--- config.mk ---
export PLATFORM = sky130hd
export DESIGN_NAME = shared_unit_lock
export DESIGN_NICKNAME = d
export VERILOG_FILES = /design/src/rtl/shared_unit_lock_pkg.sv /design/src/rtl/sul_force_ctl.sv /design/src/rtl/sul_unit_arb.sv /design/src/rtl/shared_unit_lock.sv
export SDC_FILE = /design/constraint.sdc
export NUM_CORES = 1
export LEC_CHECK = 0
export BUFFER_PORTS_ARGS = -buffer_cell sky130_fd_sc_hd__buf_2
export CORE_MARGIN = 1
export CORE_UTILIZATION = 24
export DETAILED_ROUTE_END_ITERATION = 6
export GPL_TIMING_DRIVEN = 0
export PLACE_DENSITY = 0.45
export SLEW_MARGIN = 0
export SYNTH_ARGS = -nofsm -noshare
export SYNTH_HDL_FRONTEND = slang
export SYNTH_SLANG_ARGS = --single-unit
export TNS_END_PERCENT = 100
--- constraint.sdc ---
create_clock -name clk_i -period 2.65 [get_ports clk_i]
set_input_delay 0.53 -clock clk_i [delete_from_list [all_inputs] [get_ports clk_i]]
set_output_delay 0.53 -clock clk_i [all_outputs]
set_load 0.02 [all_outputs]
--- src/rtl/shared_unit_lock_pkg.sv ---
package shared_unit_lock_pkg;
  localparam int unsigned SLOTS  = 3;
  localparam int unsigned SLOT_W = 2;

  // unit reached by global engine index e
  function automatic int unsigned unit_of(int unsigned e, int unsigned nu);
    return (e < 2 * nu) ? (e >> 1) : (e - 2 * nu);
  endfunction

  // arbitration slot of engine e within its unit (0 = highest priority)
  function automatic int unsigned slot_of(int unsigned e, int unsigned nu);
    return (e < 2 * nu) ? (e & 1) : 2;
  endfunction
endpackage

--- src/rtl/sul_force_ctl.sv ---
module sul_force_ctl #(
  parameter int unsigned ACK_DELAY = 2
) (
  input  logic clk_i,
  input  logic rst_ni,
  input  logic force_i,
  output logic ack_o
);
  localparam int unsigned CW = $clog2(ACK_DELAY + 1);
  localparam logic [CW-1:0] FULL = CW'(ACK_DELAY);

  logic [CW-1:0] cnt_q;

  always_ff @(posedge clk_i or negedge rst_ni) begin
    if (!rst_ni)          cnt_q <= '0;
    else if (!force_i)    cnt_q <= '0;
    else if (cnt_q != FULL) cnt_q <= cnt_q + 1'b1;
  end

  assign ack_o = (cnt_q == FULL);
endmodule

--- src/rtl/sul_unit_arb.sv ---
module sul_unit_arb
  import shared_unit_lock_pkg::*;
(
  input  logic             clk_i,
  input  logic             rst_ni,
  input  logic [SLOTS-1:0] req_i,
  input  logic [SLOTS-1:0] force_i,
  input  logic             unit_rst_i,
  output logic [SLOTS-1:0] own_o
);
  logic              own_vld_q;
  logic [SLOT_W-1:0] own_slot_q;
  logic [SLOTS-1:0]  cand;
  logic              pick_vld;
  logic [SLOT_W-1:0] pick;

  // forced engines may not acquire
  assign cand = req_i & ~force_i;

  // fixed priority: lowest slot wins
  always_comb begin
    pick_vld = 1'b0;
    pick     = '0;
    for (int s = SLOTS - 1; s >= 0; s--) begin
      if (cand[s]) begin
        pick_vld = 1'b1;
        pick     = SLOT_W'(s);
      end
    end
  end

  always_ff @(posedge clk_i or negedge rst_ni) begin
    if (!rst_ni) begin
      own_vld_q  <= 1'b0;
      own_slot_q <= '0;
    end else if (unit_rst_i) begin
      own_vld_q  <= 1'b0;
    end else if (own_vld_q) begin
      // forced owner cannot release
      if (!req_i[own_slot_q] && !force_i[own_slot_q]) own_vld_q <= 1'b0;
    end else if (pick_vld) begin
      own_vld_q  <= 1'b1;
      own_slot_q <= pick;
    end
  end

  always_comb begin
    for (int s = 0; s < SLOTS; s++) own_o[s] = own_vld_q && (own_slot_q == SLOT_W'(s));
  end
endmodule

--- src/rtl/shared_unit_lock.sv ---
module shared_unit_lock
  import shared_unit_lock_pkg::*;
#(
  parameter int unsigned NUM_UNITS = 2,
  parameter int unsigned ACK_DELAY = 2,
  localparam int unsigned NUM_ENG  = 3 * NUM_UNITS
) (
  input  logic                 clk_i,
  input  logic                 rst_ni,
  input  logic [NUM_ENG-1:0]   req_i,
  input  logic [NUM_ENG-1:0]   force_i,
  input  logic [NUM_UNITS-1:0] unit_rst_i,
  output logic [NUM_ENG-1:0]   usage_o,
  output logic [NUM_ENG-1:0]   ack_o
);
  localparam int unsigned NUM_DEC = 2 * NUM_UNITS;

  logic [NUM_UNITS-1:0][SLOTS-1:0] u_req, u_frc, u_own;

  for (genvar k = 0; k < NUM_UNITS; k++) begin : g_unit
    assign u_req[k] = {req_i[NUM_DEC+k], req_i[2*k+1], req_i[2*k]};
    assign u_frc[k] = {force_i[NUM_DEC+k], force_i[2*k+1], force_i[2*k]};

    sul_unit_arb u_arb (
      .clk_i      (clk_i),
      .rst_ni     (rst_ni),
      .req_i      (u_req[k]),
      .force_i    (u_frc[k]),
      .unit_rst_i (unit_rst_i[k]),
      .own_o      (u_own[k])
    );
  end

  for (genvar e = 0; e < NUM_ENG; e++) begin : g_eng
    localparam int unsigned U = unit_of(e, NUM_UNITS);
    localparam int unsigned S = slot_of(e, NUM_UNITS);

    assign usage_o[e] = u_own[U][S];

    sul_force_ctl #(.ACK_DELAY(ACK_DELAY)) u_frc_ctl (
      .clk_i   (clk_i),
      .rst_ni  (rst_ni),
      .force_i (force_i[e]),
      .ack_o   (ack_o[e])
    );
  end
endmodule

After elaboration in Yosys (flattened, before gate mapping)
Cells that the tools add are included.
- register bits: 18
- input bits: 16
- logic and storage cells: 104
- magnitude comparators: 2
- bitwise gates (word level): 8
- muxes and demuxes: 40
- reductions and logical operators: 16
- add/subtract/negate cells: 6
- eq/ne operators: 22
- operators by type and width (cell ; count):
    2-to-1 mux 2 bit ; 18
    2-to-1 mux 1 bit ; 18
    == test 2 bit, second input constant ; 8
    adder 2 x 1 -> 2 bit, second input constant ; 6
    inequality test 2 x 1 -> 1 bit, second input constant ; 6
    inequality test 2 bit, second input constant ; 6
    binary-select mux 1 bit (select 2 bit) ; 4
    logical AND 1 bit ; 8
    AND 3 bit ; 2
    < comparator 2 x 3 -> 1 bit, second input constant ; 2
    NOT 3 bit ; 2
    AND reduction 3 bit ; 2
    == test 2 x 1 -> 1 bit, second input constant ; 2
    zero test 1 bit ; 4
    zero test 2 bit ; 2
    NOT 1 bit ; 4

Depth between registers and ports, before layout
Gate-level depths: netlist of the first run.
- depth in word-level cells: 8
- gate-level depth with buffers: 5
- mapped depth without buffers: 5

Modules after synthesis
A second synthesis of the first run with hierarchy kept.
- cell total of the unflattened synthesis: 102
- area, all modules: 1053.5 µm²
- modules (own cells, without submodules) (module ; times used ; area each (µm²) ; sequential area each (µm²) ; cells each):
    sul_force_ctl ; 6 ; 102.6 ; 50.0 ; 9
    sul_unit_arb ; 2 ; 219.0 ; 75.1 ; 24

Worst setup path after synthesis of the first run
No wires, ideal clock.
- path type: register to output
- start point: register g_unit[0].u_arb.own_vld_q
- end point: output usage_o[4]
- slack: 1137 ps
- data required time: 2120 ps
- arrival: 983 ps
- cell stages (with the launch flop): 3
- cells stage by stage: dfrtp_1 > inv_1 > nor3b_1
- longest elaborated chain between the ends: 1
- RTL lines (what ; RTL line ; source):
    from (decl) ; sul_unit_arb.sv:11 ; logic own_vld_q;
    from (signal assigned) ; sul_unit_arb.sv:34 ; own_vld_q <= 1'b0;
    from (signal assigned) ; sul_unit_arb.sv:37 ; own_vld_q <= 1'b0;
    from (signal assigned) ; sul_unit_arb.sv:40 ; if (!req_i[own_slot_q] && !force_i[own_slot_q]) own_vld_q <= 1'b0;
    logical AND 1 bit ; sul_unit_arb.sv:48 ; for (int s = 0; s < SLOTS; s++) own_o[s] = own_vld_q && (own_slot_q == SLOT_W'(s));
    to (decl) ; shared_unit_lock.sv:13 ; output logic [NUM_ENG-1:0] usage_o,
No other way between the ends.

Worst setup path in the final report of the first run
- start point: register g_eng[3].u_frc_ctl.cnt_q[0]
- end point: output ack_o[3]
- longest elaborated chain between the ends: 1
- RTL lines (what ; RTL line ; source):
    from (decl) ; sul_force_ctl.sv:12 ; logic [CW-1:0] cnt_q;
    from (signal assigned) ; sul_force_ctl.sv:17 ; else if (cnt_q != FULL) cnt_q <= cnt_q + 1'b1;
    == test 2 bit ; sul_force_ctl.sv:20 ; assign ack_o = (cnt_q == FULL);
    to (decl) ; shared_unit_lock.sv:14 ; output logic [NUM_ENG-1:0] ack_o
No other way between the ends.

==> results.txt, run 1 <==
- The worst path in the final design needs a cycle of 1.72 ns, including I/O delays and setup.
* Clock tree skew after final layout: 0.00346 ns
- In the final routed layout, each cell accounts on average for 10.0 um.
- When the netlist entered floorplanning its net count stood at 130.
* Number of instances in the synthesized netlist: 108
* Number of synthesized register bits: 18
- Mean number of vias per cell: 4.29
- A synthesized cell averages 9.64 um2.
- Outcome: complete, no violations
- Counting flops with a built-in enable in the synthesized netlist gives 0.
- Fin. Hold Viols: 0
- The completed layout was analyzed and its total power is 0.00111 W.
- # setup viols final: 0
- TritonCTS Buffers: 3
- Sequential area share after synthesis: 43.3%
- Leakage: 0.618 nW
- Highest cell delay on the worst timing path: 0.37 ns
- Biggest fanout along the worst timing path: 4
- Count of inserted antenna diode cells: 0
- The most used flip-flop cell after synthesis is sky130_fd_sc_hd__dfrtp_1.
* Count of boundary I/O pins: 28
* Area added between synthesis and finish: 23.0%
* Standard cell core area: 0.00409 mm2
- Top delay family on crit path: flip-flops
- Sequential cell area: 450 um2
* First drt pass iteration count: 4
- The initial antenna violation count came to 0.
- Across the run, the number of max-cap violations was 0.
* PD cells: 866 mW/mm2
- Root Buffer: sky130_fd_sc_hd__clkbuf_8
* Async set or reset register ratio after synthesis: 100%
- Total of hold buffers inserted after clock tree synthesis: 0
* Grt ovf: 0
- DPL Wire Length: 1480 um
* Layout cell share with drive strength beyond 1: 29.0%
- Global routing used 9.53% of the available tracks across all layers.
- Bufs and invs on worst path: 3
- Summed over all instances, the cell type with the most area after synthesis is sky130_fd_sc_hd__dfrtp_1.
- The initial utilization of the core area, before any placement, comes to 25.5%.
- Gates resized during post-CTS repair numbered 0.
* Maximum number of pins on one net before global-route repair: 19
* Max Transition Viols Final: 0
* Reg clk slew, reported paths: 0.07 ns
- For this block, the via count after detailed routing is 807.
* Fillcell total: 442
* Warning count from the yosys run: 0
- Most common cell in the netlist: sky130_fd_sc_hd__dfrtp_1
- Crit path DAT: 1.19 ns
- Remaining antenna violation count: 0
* DRC violation total after the first TritonRoute iteration: 2
- Cell Count Post-Placement: 185
* CTS tree: done
- The critical path goes through inv_1 > ha_1 > buf_4 > buf_2.
- Maximum operating frequency: 582 MHz
* Worst IR Drop VDD: 0.000252 V
- Critical Path End Type: primary output
* Drc violations: 0
- Level count of the clock H-tree: 1
- Via count of the first global-routing pass: 743
- Register-to-Register Setup Slack: 1.44 ns
- Unrepaired setup endpoints after global routing: false
- After floorplanning, the core was divided into 23 placement rows.
* Most frequent cells after synthesis: sky130_fd_sc_hd__dfrtp_1, sky130_fd_sc_hd__and2_1, sky130_fd_sc_hd__nor2_1, sky130_fd_sc_hd__o21ai_0, sky130_fd_sc_hd__inv_1
- In the final layout, the multi-input gates occupy 519 um2.
- Worst Tran Pin Value: 0.405 ns
- The cell area that synthesis handed to floorplanning was 0.00104 mm2.
* Post-detailed-routing wire length: 1880 um
- The tree built by TritonCTS fans out to 18 sinks.
- Nets: 162
- STA puts the critical path data required time at 2.12 ns.
- The floorplan step defined a die boundary enclosing 0.00460 mm2.
- Class of the tightest hold or removal check: in2async
- Sorting the synthesized cells by area gives the leading types as sky130_fd_sc_hd__dfrtp_1, sky130_fd_sc_hd__and2_1, sky130_fd_sc_hd__ha_1.
- Buffers inserted during post-CTS setup optimization: 0
- Clock latency on the worst-skew pair: 0.25 ns
* Number of buffers on the longest clock path: 2
- Type of the worst setup path: reg2out
* Final period util: 64.8%
- Worst setup SP type: flop
- Cell with the biggest individual delay on the critical path: sky130_fd_sc_hd__dfrtp_1
- At the end of routability-driven placement, the weighted congestion stood at 0.679.
* Fraction of synthesized cell area taken by the top area cell type: 43.3%
* Post-synthesis cell type count: 23
- In this run the tightest slew margin relative to its limit is 73.0%.
- First-pass GRT wire length: 3220 um
* TNS Setup: 0 ns
* Die span in y: 67.9 um
- For this run, the number of standard cells in the final layout without fillers is 188.
- The die is 67.9 um wide.
* Count of port buffers added during placement: 27
-- state kept, by name (all words and copies together) (netlist names) --
| signal | flops |
|---|---|
| g_eng.u_frc_ctl.cnt_q | 12 |
| g_unit.u_arb.own_slot_q | 4 |
| g_unit.u_arb.own_vld_q | 2 |
-- worst paths after layout --
kind                                                    start                     endpoint  cells after the start
worst max-delay path              g_eng[3].u_frc_ctl.cnt_q[0]                     ack_o[3]                      4
worst min-delay path                                   rst_ni  g_eng[1].u_frc_ctl.cnt_q[0]                      1
worst max register to register  g_unit[0].u_arb.own_slot_q[1]    g_unit[0].u_arb.own_vld_q                      3
worst min register to register      g_unit[0].u_arb.own_vld_q    g_unit[0].u_arb.own_vld_q                      1
max in group asynchronous                              rst_ni    g_unit[1].u_arb.own_vld_q                      1
min in group clk_i                              unit_rst_i[0]    g_unit[0].u_arb.own_vld_q                      2
-- power breakdown --
part / internal, W / leakage (nW) / total [W] / switching (W)
Combinational: 0.000254 / 0.367 / 0.000481 / 0.000227
Clock: 0.000101 / 0.0216 / 0.000185 / 0.0000842
Sequential: 0.000369 / 0.230 / 0.000442 / 0.0000729
-- cell type report --
cell class	instances	area share, %
inverters	7	2.05
plain buffers	6	3.52
clock buffers	3	3.23
multi-input cells	77	40.6
repair buffers	27	10.6
well taps	50	4.89
flip-flops and latches	18	35.2
-- per-layer routing --
metal,wire (um),global-route usage [%],vias up
li1,-,-,419
met1,816,11.6,375
met2,980,15.3,9
met3,47,1.67,4
met4,38,6.25,0
met5,0,0,-
-- through the flow --
step	util, %	setup WS (ns)	hold WS [ns]	instance area, um2
after floorplan	-	1.14	0.234	1040
after global placement	30.3	1.22	0.490	1240
after detailed placement	30.3	1.19	0.496	1240
after CTS	31.3	0.904	0.221	1280
after global routing	31.3	0.811	0.230	1280
final	31.3	0.932	0.200	1280
-- cell families (layout without fill, tap and decap cells) --
family,count (synthesis),after routing,share of synthesized area [%]
xor gates and xnor gates,6,6,5.05
AOI/OAI and AO/OA,18,18,11.5
and+or+nand+nor,47,47,26.1
buffers and inverters,13,43,6.85
adders and majority gates,6,6,7.21
DFF,18,18,43.3
-- cells in the final DEF, fill, tap and decap left out, drive strengths merged, types with 2 or more instances in the layout --
cell / n
buf: 33
dfrtp: 18
and2: 12
nor2: 9
o21ai: 9
inv: 7
nor2b: 6
nand2: 6
xnor2: 6
ha: 6
nor3: 3
nor3b: 3
clkbuf: 3
and2b: 2
nor4: 2
and3b: 2
a21oi: 2
o21a: 2
a22o: 2
No activity file was read; power rests on OpenSTA's default activity.
==> run 2: changes to the inputs <==
--- a/config.mk
+++ b/config.mk
@@ -10,7 +10,7 @@
 export CORE_UTILIZATION = 24
 export DETAILED_ROUTE_END_ITERATION = 6
 export GPL_TIMING_DRIVEN = 0
-export PLACE_DENSITY = 0.45
+export PLACE_DENSITY = 0.46
 export SLEW_MARGIN = 0
 export SYNTH_ARGS = -nofsm -noshare
 export SYNTH_HDL_FRONTEND = slang
==> constraint.sdc (replaced) <==
create_clock -name clk_i -period 1.55 [get_ports clk_i]
set_input_delay 0.31 -clock clk_i [delete_from_list [all_inputs] [get_ports clk_i]]
set_output_delay 0.31 -clock clk_i [all_outputs]
set_load 0.02 [all_outputs]
==> results.txt, run 2 (synthesis results as in run 1) <==
- Outcome: complete, but fails checks
- The final reports fail on hold timing.
- The CTS buffer count is 3 (unchanged).
- The number of cells in the design after placement came to 185 (unchanged).
- The number of nets at the end of the flow is 162 (unchanged).
- Layout cell share with drive strength beyond 1: 33.8% (+4.8 points)
- Die area: 0.00460 mm2 (unchanged)
* Leading cell type in the layout, fill and taps excluded: sky130_fd_sc_hd__buf_2
- Clock latency on the worst-skew pair: 0.25 ns (about the same)
- Top library cells by usage in the layout, fill and taps aside: sky130_fd_sc_hd__buf_2, sky130_fd_sc_hd__dfrtp_1, sky130_fd_sc_hd__and2_1
* Remaining antenna violation count: 0 (unchanged)
- Initial cell density of the core: 25.5% (unchanged)
- Maximum operating frequency: 676 MHz
- The antenna diode count came to 0 (unchanged).
- Final Wtd Congestion: 0.702 (+3.4%)
- Count of cell instances traversed by the critical path: 4 (unchanged)
* Horizontal die dimension: 67.9 um (unchanged)
- Clock tree skew after final layout: 0.00155 ns (-0.00191 ns)
- The number of H-tree levels came to 1 (unchanged).
* CTS tree: done
- Worst slew slack as a fraction of its limit: 71.7% (-1.3 points)
* Total track usage: 9.35% (-0.18 points)
* Post-detailed-routing wire length: 1960 um (+3.9%)
- TNS Setup: 0 ns (unchanged)
- Grt ovf: 0 (unchanged)
- The worst slack on hold paths was -0.0104 ns (-0.210 ns).
- The critical path starts at g_eng[4].u_frc_ctl.cnt_q[0].
- The startpoint identified for the worst register-to-register timing path is g_unit[0].u_arb.own_slot_q[1].
- Count of boundary I/O pins: 28 (unchanged)
- First-pass GRT wire length: 3200 um (-0.65%)
* Worst Tran Pin Value: 0.425 ns (+0.0195 ns)
- Register-to-Register Setup Slack: 0.31 ns (-1.13 ns)
* Drc violations: 0 (unchanged)
- The cell leakage power came to 0.616 nW (-0.45%).
- PD cells: 1520 mW/mm2 (+75%)
- The number of flip-flops in the largest register was 12 (unchanged).
- Register bank with the most flops: g_eng.u_frc_ctl.cnt_q
- The slowest stage of the critical path belongs to the cell sky130_fd_sc_hd__dfrtp_1.
* Biggest fanout along the worst timing path: 4 (unchanged)
* Area added between synthesis and finish: 25.7%
- The critical path goes through inv_1 > ha_2 > buf_4 > buf_2.
- Broken down by cell family, the worst path's largest delay share belongs to flip-flops.
- The maximum number of pins on one net before global-route repair came to 19 (unchanged).
* Post-Layout Cell Count: 189 (+0.53%)
* Placement Cell Area: 0.00124 mm2 (unchanged)
- Worst IR Drop VDD: 0.000440 V (+75%)
- The critical path's largest stage delay was 0.39 ns (+0.02 ns).
- Initial antenna violation count: 0 (unchanged)
- The row count was 23 (unchanged).
- Crit path DAT: 1.17 ns (-0.02 ns)
- The number of optimization iterations in the first detailed-route pass was 4 (unchanged).
* Standard cell core area: 0.00409 mm2 (unchanged)
- Buffers inserted during post-CTS setup optimization: 0 (unchanged)
- The clock-pin slew on the worst setup and hold paths came to 0.07 ns (about the same).
- The post-detailed-placement half-perimeter wirelength came to 1540 um (+4.3%).
- The number of global-route vias before repair is 761 (+2.4%).
- Fin. Hold Viols: 18 (+18)
- The final-layout fill cell count is 461 (+4.3%).
- Unrepaired setup endpoints after global routing: false
- Worst setup SP type: flop
* Max Transition Viols Final: 0 (unchanged)
- DRC violation total after the first TritonRoute iteration: 10 (+8)
* Number of max-cap violations: 0 (unchanged)
* Die span in y: 67.9 um (unchanged)
- Of the available clock period, the critical path in the final layout requires 95.4%.
- Mean number of vias per cell: 4.28 (-0.28%)
- Length in cells of the worst reg-to-reg path: 3 (unchanged)
* Bufs and invs on worst path: 3 (unchanged)
- Number of buffers on the longest clock path: 2 (unchanged)
- The required arrival time at the worst endpoint is 1.24 ns (-0.88 ns).
* Registers with the highest flip-flop counts: g_eng.u_frc_ctl.cnt_q (12), g_unit.u_arb.own_slot_q (4), g_unit.u_arb.own_vld_q (2)
- The critical path in this run is classified as reg2out.
- The area of all placed cells without fillers is 0.00131 mm2 (+2.2%).
- The routed length per placed instance came to 10.3 um (+3.3%).
- In this run the worst setup path terminates at ack_o[4].
* Count of port buffers added during placement: 27 (unchanged)
- # setup viols final: 0 (unchanged)
- The root buffer cell chosen for the clock tree is sky130_fd_sc_hd__clkbuf_8.
- STA classifies the critical path endpoint as a primary output.
- The worst path needs 1.48 ns of the cycle, external delays included.
* R2R Path End: g_unit[0].u_arb.own_vld_q
- Total of hold buffers inserted after clock tree synthesis: 0 (unchanged)
* Clock net sink count: 18 (unchanged)
* Class of the tightest hold or removal check: in2async
- The total number of vias was 809 (+0.25%).
==> run 2: what timing repair did <==
item	CTS	global route
hold endpoints to repair	0	0
setup endpoints to repair	0	6
resized for setup	0	6
==> run 2: worst min-delay path by stage <==
stage | start | end | slack [ns] | depth (start not counted)
after floorplan | rst_ni | g_eng[0].u_frc_ctl.cnt_q[0] | 0.01 | 0
final | rst_ni | g_unit[0].u_arb.own_vld_q | -0.01 | 1
after CTS | rst_ni | g_eng[1].u_frc_ctl.cnt_q[0] | 0.006 | 1
after detailed placement | rst_ni | g_eng[1].u_frc_ctl.cnt_q[0] | 0.28 | 1
after global placement | rst_ni | g_eng[1].u_frc_ctl.cnt_q[1] | 0.27 | 1
after global routing | rst_ni | g_eng[1].u_frc_ctl.cnt_q[0] | 0.02 | 1
==> run 2: worst register-to-register path: cells and delay by family (launching register included) <==
kind               cells  cell delay, ns
AOI/OAI and AO/OA      2            0.56
DFF                    1            0.43
and+or+nand+nor        1            0.17
==> run 2: layout make-up <==
cell class,instances,area (um2),share of cell area [%]
buffer,6,45.0,3.44
clock buffer,4,55.1,4.21
inverter,7,26.3,2.01
multi-input combinational,77,534,40.8
sequential,18,450,34.4
tap,50,62.6,4.78
timing repair buffer,27,135,10.3
==> run 2: per-layer routing <==
metal	share of wire (%)	track usage, %	routed length (um)
met4	1.3	4.95	26
met3	1.7	2.33	34
met5	0	0	0
met1	44	11.3	866
met2	53	15.2	1030
==> run 2: where the power goes <==
group	switching [W]	total (W)	internal [W]	leakage (nW)
clock network	0.000151	0.000376	0.000225	0.0288
registers	0.000127	0.000758	0.000631	0.230
logic	0.000398	0.000852	0.000454	0.357
total	0.000676	0.00199	0.00131	0.616
==> run 2: through the flow <==
step                utilization [%]  worst slack (ns)  hold WS (ns)  total power (W)
floorplan                         -             0.257        0.0144          0.00139
global placement               30.3             0.322         0.271          0.00156
detailed placement             30.3             0.301         0.281          0.00161
CTS                            31.7            0.0218       0.00609          0.00200
global route                   32.0           0.00428        0.0224          0.00218
finish                         32.0            0.0708       -0.0104          0.00199
==> run 3: changes to the inputs <==
--- a/config.mk
+++ b/config.mk
@@ -7,10 +7,10 @@
 export LEC_CHECK = 0
 export BUFFER_PORTS_ARGS = -buffer_cell sky130_fd_sc_hd__buf_2
 export CORE_MARGIN = 1
-export CORE_UTILIZATION = 24
+export CORE_UTILIZATION = 30
 export DETAILED_ROUTE_END_ITERATION = 6
 export GPL_TIMING_DRIVEN = 0
-export PLACE_DENSITY = 0.46
+export PLACE_DENSITY = 0.54
 export SLEW_MARGIN = 0
 export SYNTH_ARGS = -nofsm -noshare
 export SYNTH_HDL_FRONTEND = slang
==> results.txt, run 3 (synthesis results as in run 1) <==
- Top library cells by usage in the layout, fill and taps aside: sky130_fd_sc_hd__buf_4, sky130_fd_sc_hd__buf_2, sky130_fd_sc_hd__dfrtp_1
- The cell leakage power was 0.686 nW (+11%).
* Max reg flops: 12 (unchanged)
- The post-placement cell area came to 0.00123 mm2 (-0.40%).
* Clock net sink count: 18 (unchanged)
- The worst setup path is launched from a flop.
* Reg clk slew, reported paths: 0.11 ns (+0.04 ns)
* Max Transition Viols Final: 0 (unchanged)
- The number of H-tree levels came to 1 (unchanged).
- Worst Tran Pin Value: 0.426 ns (+0.00143 ns)
- The area of all placed cells without fillers was 0.00146 mm2 (+11%).
- The cell family contributing the most delay on the critical path is flip-flops.
- Crit path time final: 1.49 ns (+0.00981 ns)
* Count of inserted antenna diode cells: 0 (unchanged)
* Worst flop-to-flop path startpoint: g_unit[0].u_arb.own_slot_q[1]
* Crit path DAT: 1.18 ns (about the same)
- The fmax came to 672 MHz (-0.66%).
- DRC violation total after the first TritonRoute iteration: 23 (+13)
- Final Wtd Congestion: 0.741 (+5.6%)
- Number of buffers on the longest clock path: 2 (unchanged)
- DPL Wire Length: 1510 um (-2.4%)
- Count of port buffers added during placement: 27 (unchanged)
- The initial antenna violation count is 0 (unchanged).
* Remaining antenna violation count: 0 (unchanged)
- Layout cell share with drive strength beyond 1: 41.2% (+7.4 points)
- The wire length of the first global-routing pass is 3210 um (+0.22%).
- The insertion delay of the later-clocked pin in the worst-skew pair is 0.30 ns (+0.05 ns).
* Horizontal die dimension: 60.9 um (-10%)
* TNS Setup: 0 ns (unchanged)
- Number of cell rows: 21 (-8.7%)
- Die span in y: 60.9 um (-10%)
* Root Buffer: sky130_fd_sc_hd__clkbuf_4
- Cell with the biggest individual delay on the critical path: sky130_fd_sc_hd__dfrtp_1
- The required arrival time at the worst endpoint came to 1.24 ns (about the same).
- The final wirelength is 2140 um (+9.6%).
- The core outline area was 0.00334 mm2 (-18%).
- The number of nets at the end of the flow was 176 (+8.6%).
- Fin. Hold Viols: 0 (-18)
- Drc violations: 0 (unchanged)
- From synthesis to final layout, the design area changed by 40.0%.
- The post-route clock skew is 0.000973 ns (-0.000581 ns).
* Sum of met3 wire segment lengths after detailed routing: 123 um (+260%)
* PD cells: 1500 mW/mm2 (-1.0%)
- The worst slack on hold paths is 0.170 ns (+0.180 ns).
- Leading cell type in the layout, fill and taps excluded: sky130_fd_sc_hd__buf_4
- Type of the worst setup path: reg2out
- TritonCTS Buffers: 3 (unchanged)
- Critical Path Start: g_unit[0].u_arb.own_slot_q[1]
- Die area: 0.00371 mm2 (-19%)
* First drt pass iteration count: 4 (unchanged)
- Routed met2 length: 1100 um (+6.5%)
- Registers with the highest flip-flop counts: g_eng.u_frc_ctl.cnt_q (12), g_unit.u_arb.own_slot_q (4), g_unit.u_arb.own_vld_q (2)
* Maximum number of pins on one net before global-route repair: 19 (unchanged)
- # setup viols final: 0 (unchanged)
- The highest layer touched by signal routing is met4.
* Metal1 wirelength: 902 um (+4.2%)
* Highest cell delay on the worst timing path: 0.44 ns (+0.05 ns)
- The reported max-cap violation count is 0 (unchanged).
* Mean number of vias per cell: 4.60 (+7.5%)
- Traced cell by cell, the critical path runs through nand2b_2 > nor2_1 > buf_2.
* Via count of the routed design: 916 (+13%)
- In this run the most critical hold path is launched from unit_rst_i[0].
* Detailed-route wire length per cell: 10.8 um (+4.1%)
- The maximum fanout count along the critical path is 5 (+1).
* Register bank with the most flops: g_eng.u_frc_ctl.cnt_q
- The worst IR drop on VDD came to 0.000748 V (+70%).
- The total overflow reported by the global router is 0 (unchanged).
- Class of the tightest hold or removal check: in2reg
- Final period util: 96.1% (+0.63 points)
- Worst slew slack as a fraction of its limit: 71.6% (-0.095 points)
* Critical Path End Type: primary output
- Outcome: complete, no violations
- Fillcell total: 343 (-26%)
- CTS tree: done
- The overall track demand over capacity in global routing is 12.1% (+2.7 points).
* Via count of the first global-routing pass: 790 (+3.8%)
* Bufs and invs on worst path: 1 (-2)
- Count of boundary I/O pins: 28 (unchanged)
* Initial cell density of the core: 31.2% (+5.7 points)
-- run 3: timing repair --
item	in CTS	in global routing
setup endpoints to repair	6	10
hold buffers	1	0
resized for setup	6	14
setup buffers	3	10
endpoints found under the hold margin	18	0
pin swaps	0	1
-- run 3: cell type report --
type / instances / area [um2] / area share [%]
multi-input cells: 77 / 579 / 39.7
flip-flops and latches: 18 / 452 / 31.0
repair buffers: 41 / 262 / 17.9
well taps: 46 / 57.6 / 3.95
plain buffers: 6 / 45.0 / 3.09
clock buffers: 4 / 36.3 / 2.49
inverters: 7 / 26.3 / 1.80
-- run 3: final timing paths --
kind | end | slack [ns] | cells past startpoint
max reg2reg | g_unit[0].u_arb.own_vld_q | 0.19 | 4
min reg2reg | g_unit[1].u_arb.own_slot_q[1] | 0.61 | 2
min in group asynchronous | g_eng[0].u_frc_ctl.cnt_q[1] | 0.47 | 2
max | usage_o[1] | 0.06 | 3
min | g_unit[0].u_arb.own_vld_q | 0.17 | 2
max in group asynchronous | g_unit[1].u_arb.own_slot_q[1] | 0.77 | 2
-- run 3: stage by stage --
| stage | setup WS (ns) | utilization [%] | total power (W) | instances |
|---|---|---|---|---|
| 2_1_floorplan | 0.257 | - | 0.00139 | 108 |
| 3_3_place_gp | 0.335 | 37.0 | 0.00156 | 181 |
| 3_5_place_dp | 0.310 | 37.0 | 0.00161 | 181 |
| 4_1_cts | 0.000834 | 39.5 | 0.00199 | 189 |
| 5_1_grt | -0.00484 | 43.7 | 0.00239 | 199 |
| 6_report | 0.0610 | 43.7 | 0.00219 | 199 |
-- run 3: power breakdown --
part	total, W	leakage, nW	switching, W	internal, W
sequential	0.000773	0.229	0.000142	0.000631
combinational	0.00112	0.436	0.000467	0.000650
clock	0.000300	0.0210	0.000157	0.000143
total	0.00219	0.686	0.000766	0.00142
-- run 3: worst reg2reg max path, cell delays in order (launching register included) --
cell and delay [ns]:
sky130_fd_sc_hd__dfrtp_1 0.44, sky130_fd_sc_hd__buf_4 0.16, sky130_fd_sc_hd__nor3b_1 0.14, sky130_fd_sc_hd__o32a_1 0.34, sky130_fd_sc_hd__a211oi_2 0.22
-- run 3: routing by layer --
metal,GRT usage (%),vias to the layer above
met5,0,-
met4,3.90,0
met2,22.0,30
li1,-,451
met1,12.9,433
met3,4.48,2
